**src/rtl/dual_bank_regfile.sv**
```systemverilog
module dual_bank_regfile #(
  parameter int DW = 8
) (
  input  logic            clk,
  input  logic            rst_n,
  input  logic            rd0_pair,
  input  logic [3:0]      rd0_sel,
  output logic [2*DW-1:0] rd0_data,
  input  logic            rd1_pair,
  input  logic [3:0]      rd1_sel,
  output logic [2*DW-1:0] rd1_data,
  input  logic            wr_en,
  input  logic            wr_pair,
  input  logic [3:0]      wr_sel,
  input  logic [2*DW-1:0] wr_data,
  input  logic            xchg_af,
  input  logic            xchg_gp
);
  localparam int PW = 2 * DW;

  logic                    af_bank, gp_bank;
  logic [1:0][1:0][DW-1:0] afr;   // [bank][0=A,1=F]
  logic [1:0][5:0][DW-1:0] gpr;   // [bank][B,C,D,E,H,L]
  logic [3:0][DW-1:0]      idx;   // IXH, IXL, IYH, IYL

  logic [DW-1:0] wr_hi, wr_lo;
  assign wr_hi = wr_data[PW-1:DW];
  assign wr_lo = wr_data[DW-1:0];

  function automatic logic [PW-1:0] fetch(input logic pr, input logic [3:0] s);
    logic [PW-1:0] v;
    v = '0;
    if (pr) begin
      case (s)
        4'd0, 4'd1, 4'd2: v = {gpr[gp_bank][{s[1:0], 1'b0}], gpr[gp_bank][{s[1:0], 1'b1}]};
        4'd3:             v = {afr[af_bank][0], afr[af_bank][1]};
        4'd4:             v = {idx[0], idx[1]};
        4'd5:             v = {idx[2], idx[3]};
        default:          v = '0;
      endcase
    end else begin
      case (s)
        4'd0, 4'd1, 4'd2, 4'd3, 4'd4, 4'd5: v = {{DW{1'b0}}, gpr[gp_bank][s[2:0]]};
        4'd6:                               v = {{DW{1'b0}}, afr[af_bank][1]};
        4'd7:                               v = {{DW{1'b0}}, afr[af_bank][0]};
        4'd8, 4'd9, 4'd10, 4'd11:           v = {{DW{1'b0}}, idx[s[1:0]]};
        default:                            v = '0;
      endcase
    end
    return v;
  endfunction

  assign rd0_data = fetch(rd0_pair, rd0_sel);
  assign rd1_data = fetch(rd1_pair, rd1_sel);

  always_ff @(posedge clk or negedge rst_n) begin
    if (!rst_n) begin
      af_bank <= 1'b0;
      gp_bank <= 1'b0;
      afr     <= '0;
      gpr     <= '0;
      idx     <= '0;
    end else begin
      af_bank <= af_bank ^ xchg_af;
      gp_bank <= gp_bank ^ xchg_gp;
      if (wr_en) begin
        if (wr_pair) begin
          case (wr_sel)
            4'd0, 4'd1, 4'd2: begin
              gpr[gp_bank][{wr_sel[1:0], 1'b0}] <= wr_hi;
              gpr[gp_bank][{wr_sel[1:0], 1'b1}] <= wr_lo;
            end
            4'd3: begin
              afr[af_bank][0] <= wr_hi;
              afr[af_bank][1] <= wr_lo;
            end
            4'd4: begin
              idx[0] <= wr_hi;
              idx[1] <= wr_lo;
            end
            4'd5: begin
              idx[2] <= wr_hi;
              idx[3] <= wr_lo;
            end
            default: ;
          endcase
        end else begin
          case (wr_sel)
            4'd0, 4'd1, 4'd2, 4'd3, 4'd4, 4'd5: gpr[gp_bank][wr_sel[2:0]] <= wr_lo;
            4'd6:                               afr[af_bank][1] <= wr_lo;
            4'd7:                               afr[af_bank][0] <= wr_lo;
            4'd8, 4'd9, 4'd10, 4'd11:           idx[wr_sel[1:0]] <= wr_lo;
            default: ;
          endcase
        end
      end
    end
  end

  assert_af_swap_R5: assert property (@(posedge clk) disable iff (!rst_n)
    xchg_af |=> (af_bank != $past(af_bank)));
  assert_af_hold_R5: assert property (@(posedge clk) disable iff (!rst_n)
    !xchg_af |=> $stable(af_bank));
  assert_gp_swap_R6: assert property (@(posedge clk) disable iff (!rst_n)
    xchg_gp |=> (gp_bank != $past(gp_bank)));
  assert_gp_hold_R6: assert property (@(posedge clk) disable iff (!rst_n)
    !xchg_gp |=> $stable(gp_bank));
  assert_pair_both_R4: assert property (@(posedge clk) disable iff (!rst_n)
    (wr_en && wr_pair && wr_sel == 4'd1) |=>
      (gpr[$past(gp_bank)][2] == $past(wr_data[PW-1:DW]) &&
       gpr[$past(gp_bank)][3] == $past(wr_data[DW-1:0])));
  assert_old_bank_R7: assert property (@(posedge clk) disable iff (!rst_n)
    (wr_en && !wr_pair && wr_sel == 4'd7) |=>
      (afr[$past(af_bank)][0] == $past(wr_data[DW-1:0])));
  assert_idx_keep_R8: assert property (@(posedge clk) disable iff (!rst_n)
    !wr_en |=> $stable(idx));
  assert_bad_read_R9: assert property (@(posedge clk) disable iff (!rst_n)
    (rd0_pair && rd0_sel > 4'd5) |-> (rd0_data == '0));
  assert_bad_write_R9: assert property (@(posedge clk) disable iff (!rst_n)
    (wr_en && !wr_pair && wr_sel > 4'd11) |=>
      ($stable(gpr) && $stable(afr) && $stable(idx)));
endmodule

```
**config.mk**
```make
export PLATFORM = sky130hd
export DESIGN_NAME = dual_bank_regfile
export DESIGN_NICKNAME = d
export VERILOG_FILES = /design/src/rtl/dual_bank_regfile.sv
export SDC_FILE = /design/constraint.sdc
export NUM_CORES = 1
export LEC_CHECK = 0
export CORE_MARGIN = 2
export CORE_UTILIZATION = 45
export CTS_CLUSTER_DIAMETER = 100
export DETAILED_ROUTE_END_ITERATION = 16
export DONT_BUFFER_PORTS = 1
export PLACE_DENSITY = 0.61
export SLEW_MARGIN = 10
export SYNTH_ARGS = -nofsm -noshare
export SYNTH_HDL_FRONTEND = slang
export SYNTH_SLANG_ARGS = --single-unit
export TNS_END_PERCENT = 100
```
**constraint.sdc**
```tcl
create_clock -name clk -period 2.7 [get_ports clk]
set_clock_uncertainty 0.1 [all_clocks]
set_input_delay 0.27 -clock clk [delete_from_list [all_inputs] [get_ports clk]]
set_output_delay 0.27 -clock clk [all_outputs]
set_load 0.03 [all_outputs]
```
==> results of run 1 <==
==> power by group through the flow <==
stage	Combinational, mW	Sequential, mW	Clock, mW
after floorplan	3.86	3.73	0
after global placement	4.47	4.15	0
after detailed placement	4.53	4.18	0
after CTS	5.22	4.14	2.79
after global routing	6.02	4.28	2.91
final	5.74	4.19	2.77
==> per-layer routing <==
layer  up-vias  global-route usage (%)  wire [um]
met4         0                    12.6       2080
li1       4196                       -          -
met3       135                    9.67       5000
met2       651                    48.2      20100
met5         -                       0          0
met1      5020                    39.8      16500
==> how the worst min path moves through the flow <==
| stage | start | to | slack, ns | cells after the start |
|---|---|---|---|---|
| 2_1_floorplan | rst_n | af_bank | -0.13 | 0 |
| 3_3_place_gp | rst_n | idx[22] | -0.12 | 0 |
| 3_5_place_dp | rst_n | idx[6] | -0.12 | 0 |
| 4_1_cts | rst_n | idx[6] | -0.59 | 0 |
| 5_1_grt | rst_n | afr[23] | -0.61 | 0 |
| 6_report | rst_n | afr[23] | -0.59 | 0 |
==> logic make-up after synthesis <==
group	Yosys count	synth area share, %
flops	162	34.1
simple gates	249	10.9
compound gates	271	15.4
buf+inv	96	4.56
xor+xnor	4	0.294
mux	297	34.7
==> layout by cell type, fill, tap and decap left out, types with 30 or more instances in the layout <==
cell / count
a21oi_1: 49
nand2_1: 72
mux2i_1: 56
o22ai_1: 49
nor2_1: 74
buf_4: 34
mux4_2: 73
dfrtp_1: 160
mux2_2: 146
o21ai_0: 30
==> layout make-up <==
cell class / count / area, sq um / area share, %
Antenna cell: 2 / 5.00 / 0.0361
Inverter: 3 / 11.3 / 0.0813
Clock buffer: 18 / 439 / 3.17
Tap cell: 335 / 419 / 3.03
Multi-Input combinational cell: 821 / 7690 / 55.5
Clock inverter: 14 / 213 / 1.54
Timing Repair Buffer: 80 / 1010 / 7.32
Sequential cell: 162 / 4060 / 29.3
==> registers in the layout, indices dropped and copies added, names as in the netlist <==
register,count
af_bank,1
afr,32
gp_bank,1
gpr,96
idx,32
==> repair_timing <==
action                                 4_1_cts  5_1_grt
cloned                                       5        4
pin swaps                                   16       44
buffers inserted                             4        5
setup endpoints to repair                   28       31
endpoints found under the hold margin      276      162
gates resized for setup                     64       56
==> stage by stage <==
step,std cells,total power [mW]
6_report,1435,12.7
5_1_grt,1433,13.2
4_1_cts,1427,12.1
3_5_place_dp,1373,8.70
3_3_place_gp,1373,8.62
2_1_floorplan,1079,7.58
==> flow_summary_export.csv, run 1 <==
group,metric,value,unit
yosys,synth_cell_type_count,62,
power_and_ir_drop,power_density,917,nW/um^2
die,pin_count,68,
timing,relSlewSlack,28.8,%
finish,nNetsFinal,1121,
worst_setup_path,critPathCapture,"rd0_data[5]",
place,place_ws,0.196,ns
cts,clock_latency,0.45,ns
worst_setup_path,regToRegStartpoint,"gp_bank",
yosys,synth_edf_count,0,
place,postPlaceCellArea,12300,sq um
worst_setup_path,r2r_slack,0.07,ns
grt,track_usage,30.8,%
timing,drv_slew,0,
routing,routedWlPerCell,30.5,um
cts,htreeDepth,4,
power_and_ir_drop,ir_worst_vdd,523,uV
grt,grt_max_degree,163,
cts,cts_hold_buffers,13,
timing,tightestPinTransition,1.06,ns
routing,first_pass_iters,10,
status,status,"finished with violations",
grt,grt_pass1_wl,63.6,mm
timing,fin_crit,2.94,ns
yosys,yosysTopAreaCell,"dfrtp_1",
timing,min_period_over_period,109,%
yosys,synth_area_leaders,"dfrtp_1 34%, mux2_2 14%, mux4_2 14%",
status,violations,"negative hold slack, negative setup slack",
finish,final_core_util,53.3,%
worst_setup_path,slowest_stage,"dfrtp_2",
grt,grt_remaining_overflow,0,
routing,drc,0,
cts,cts_buffer_depth,2,
worst_setup_path,crit_fanout,7,
yosys,synth.top_cells.by_count,"162 x dfrtp_1, 152 x mux2_2, 77 x nand2_1",
yosys,synth_warnings,0,
grt,grt_pass1_vias,9500,
die,start_util,45.8,%
worst_setup_path,reg2reg_to,"gpr[38]",
finish,drive_gt1_share,39.7,%
timing,holdWs,-0.593,ns
cts,clkTransAtPathRegs,0.07,ns
worst_setup_path,cp_top_family,"compound AO/OA/AOI/OAI gates",
timing,rsz0062_at_grt,"true",
worst_setup_path,start_kind,"flop",
die,die_area,27800,sq um
yosys,synth_top_area_share,34.1,%
yosys,synth-main-ff-cell,"dfrtp_1",
worst_setup_path,r2r_cells,8,
worst_setup_path,worstSetupEndpointType,"output pin",
worst_setup_path,critPathLaunch,"af_bank",
timing,setup_tns,-3.44,ns
power_and_ir_drop,comb_power_share,45.2,%
worst_setup_path,cp.depth,6,
routing,via_per_inst,6.97,
timing,fmax,340,MHz
yosys,ys_seq_elements,162,
min_path,hp-class,"input pin to async pin",
die,fp-row-count,59,
yosys,netlist_instances,1079,
worst_setup_path,arrival,2.57,ns
yosys,async_flop_share,100,%
power_and_ir_drop,pwr-share-seq,33.0,%
worst_setup_path,path_buf_inv,2,
yosys,netlist_area,11900,sq um
worst_setup_path,cp_data_required_time,2.33,ns
worst_setup_path,critPathKind,"flop to output pin",
yosys,yosysMostFrequentCell,"dfrtp_1",
cts,cts_tree,"done",
cts,cts_sinks,162,
cts,cts_buffers,17,
power_and_ir_drop,switching_share,36.5,%
worst_setup_path,worstPathCellList,"clkbuf_16 > mux2_2 > a222oi_1 > o22ai_1 > or3_4 > buf_12",
place,gp_congestion,0.952,
cts,root_buffer,"clkbuf_16",
routing,vias,10000,
yosys,synth_area_per_cell,11.0,sq um
grt,antenna_found_initial,1,
power_and_ir_drop,clockPowerShare,21.8,%
finish,nFillCells,2259,
die,core,26000,sq um
routing,detail-route-antenna-nets,0,
place,place_hpwl,29.1,mm
power_and_ir_drop,leakage,5.53,nW
routing,drt-total-wl,43.7,mm
yosys,yosysSeqAreaShare,34.1,%
power_and_ir_drop,power.switching,4.63,mW
finish,area_delta_synth_final,16.4,%
flow_run,cap_violations,0,
worst_setup_path,slowest_delay,0.44,ns
timing,hold_viol,162,
place,port_buffers,0,
routing,drt_iter0_drc,1357,
timing,finalSetupViolCount,21,
yosys,synthesis.nets,1115,
die,die_h,167,um
finish,finalInstanceArea,13900,sq um
die,die_w,167,um
power_and_ir_drop,p_int,8.07,mW
timing,setup_ws,-0.243,ns
No activity file was read; power rests on OpenSTA's default activity.
==> run 2, diff against run 1 <==
--- a/config.mk
+++ b/config.mk
@@ -6,11 +6,11 @@
 export NUM_CORES = 1
 export LEC_CHECK = 0
 export CORE_MARGIN = 2
-export CORE_UTILIZATION = 45
+export CORE_UTILIZATION = 25
 export CTS_CLUSTER_DIAMETER = 100
 export DETAILED_ROUTE_END_ITERATION = 16
 export DONT_BUFFER_PORTS = 1
-export PLACE_DENSITY = 0.61
+export PLACE_DENSITY = 0.39
 export SLEW_MARGIN = 10
 export SYNTH_ARGS = -nofsm -noshare
 export SYNTH_HDL_FRONTEND = slang
==> flow_summary_export.csv, run 2 (same netlist as run 1, synthesis figures left out) <==
group,metric,value,unit
finish,nNetsFinal,1164,
timing,hold_viol,162,
status,status,"finished with violations",
finish,nFillCells,4741,
die,pin_count,68,
flow_run,cap_violations,0,
grt,grt_remaining_overflow,0,
routing,detail-route-antenna-nets,0,
cts,cts_tree,"done",
grt,grt_pass1_wl,74.1,mm
cts,cts_buffer_depth,2,
timing,fmax,333,MHz
finish,drive_gt1_share,44.9,%
die,die_h,222,um
die,die_area,49400,sq um
routing,drc,0,
worst_setup_path,worstPathCellList,"buf_12 > buf_12 > buf_6 > mux2_4 > a221oi_2 > nor2_1 > or3_4 > buf_6",
cts,clkTransAtPathRegs,0.07,ns
place,gp_congestion,0.841,
finish,largest_register_ffs,96,
routing,wl_met1,22.0,mm
timing,setup_tns,-6.03,ns
die,core,46800,sq um
worst_setup_path,r2r_cells,9,
finish,top_register,"gpr",
worst_setup_path,path_buf_inv,4,
routing,via_per_inst,5.65,
worst_setup_path,cp_data_required_time,2.33,ns
worst_setup_path,cp_top_family,"buffers and inverters",
timing,min_period_over_period,111,%
timing,setup_ws,-0.305,ns
worst_setup_path,start_kind,"flop",
worst_setup_path,slowest_stage,"dfrtp_4",
finish,layout_commonest_cell,"dfrtp_1",
worst_setup_path,slowest_delay,0.52,ns
place,port_buffers,0,
timing,drv_slew,0,
finish,regArea,4060,sq um
timing,fin_crit,3.00,ns
power_and_ir_drop,power_density,890,nW/um^2
finish,multiInputGateArea,7920,sq um
routing,drt_iter0_drc,1100,
routing,first_pass_iters,8,
timing,finalSetupViolCount,31,
timing,rsz0062_at_grt,"true",
cts,cts_sinks,162,
worst_setup_path,critPathKind,"flop to output pin",
power_and_ir_drop,finalPower,13.1,mW
routing,dr_wl_met3,3.49,mm
timing,relSlewSlack,39.5,%
grt,grt_pass1_vias,9957,
worst_setup_path,worstSetupEndpointType,"output pin",
finish,mostFrequentLayoutCells,"160 x dfrtp_1, 131 x mux2_2, 73 x mux4_2, 68 x nor2_1, 65 x nand2_1",
place,place_hpwl,36.0,mm
cts,cts_hold_buffers,13,
worst_setup_path,r2r_slack,0.05,ns
status,violations,"negative hold slack, negative setup slack",
power_and_ir_drop,ir_worst_vdd,414,uV
die,fp-row-count,79,
worst_setup_path,arrival,2.63,ns
cts,htreeDepth,4,
grt,antenna_found_initial,3,
die,die_w,222,um
worst_setup_path,crit_fanout,5,
worst_setup_path,regToRegStartpoint,"gp_bank",
routing,vias,9892,
die,start_util,25.5,%
finish,area_delta_synth_final,24.1,%
cts,clock_latency,0.46,ns
grt,track_usage,20.9,%
routing,drt-total-wl,51.4,mm
routing,top_layer,"met5",
cts,cts_buffers,17,
finish,top_regs,"gpr: 96 flops, afr: 32 flops, idx: 32 flops",
routing,routedWlPerCell,29.3,um
worst_setup_path,reg2reg_to,"gpr[20]",
grt,grt_max_degree,163,
power_and_ir_drop,leakage,5.79,nW
timing,tightestPinTransition,0.907,ns
routing,met2_length,23.8,mm
min_path,hp-class,"input pin to async pin",
cts,root_buffer,"clkbuf_16",
timing,holdWs,-0.604,ns
-- run 2: cell types whose count changed in the layout (fill, tap and decap cells not counted), moves of 7 or more --
| cell | previous run | this run |
|---|---|---|
| a21oi_1 | 49 | 42 |
| nand2_1 | 72 | 65 |
| a21oi_2 | 11 | 18 |
| mux2_2 | 146 | 131 |
| mux2_4 | 17 | 32 |
| buf_6 | 10 | 26 |
| nand2_2 | 5 | 12 |
| a22oi_1 | 11 | 4 |
| buf_4 | 34 | 56 |
| a22oi_2 | 11 | 18 |
-- run 2: worst max-delay path by stage --
stage / endpoint / from / slack [ns] / depth (start not counted)
4_1_cts: rd1_data[2] / gp_bank / -0.33 / 7
3_3_place_gp: rd1_data[7] / gp_bank / 0.13 / 7
5_1_grt: rd1_data[6] / gp_bank / -0.38 / 8
2_1_floorplan: rd0_data[5] / gp_bank / 0.39 / 6
6_report: rd1_data[6] / gp_bank / -0.30 / 8
3_5_place_dp: rd0_data[0] / gp_bank / 0.13 / 6
-- run 2: metrics by stage --
| stage | utilization, % | hold WS (ns) | setup WS, ns | std cells | instance area, sq um |
|---|---|---|---|---|---|
| 2_1_floorplan | - | -0.126 | 0.393 | 1079 | 11900 |
| 3_3_place_gp | 27.3 | -0.113 | 0.128 | 1663 | 12800 |
| 3_5_place_dp | 27.3 | -0.112 | 0.132 | 1663 | 12800 |
| 4_1_cts | 30.5 | -0.620 | -0.326 | 1730 | 14300 |
| 5_1_grt | 31.6 | -0.628 | -0.379 | 1750 | 14800 |
| 6_report | 31.6 | -0.604 | -0.305 | 1751 | 14800 |
-- run 2: timing repair --
action	in CTS	in global routing
hold endpoints to repair	280	162
setup endpoints to repair	30	52
cloned	6	3
setup buffers	16	18
pin swaps	37	48
resized for setup	120	78
-- run 2: final cells by class --
class,count,share of cell area (%)
repair buffers,123,9.61
inverters,3,0.0763
well taps,607,5.14
flip-flops and latches,162,27.5
clock inverters,14,1.03
multi-input cells,821,53.6
clock buffers,18,2.97
diodes,3,0.0508
-- run 2: routing by layer --
layer	track usage (%)	up-vias
met1	27.5	5170
met4	8.85	2
met3	5.00	84
met5	0	-
li1	-	4277
met2	32.8	359
-- run 2: power breakdown --
part | internal, mW | total (mW) | switching [mW]
clock network | 1.40 | 2.59 | 1.19
registers | 3.20 | 4.18 | 0.973
logic | 3.59 | 6.37 | 2.79
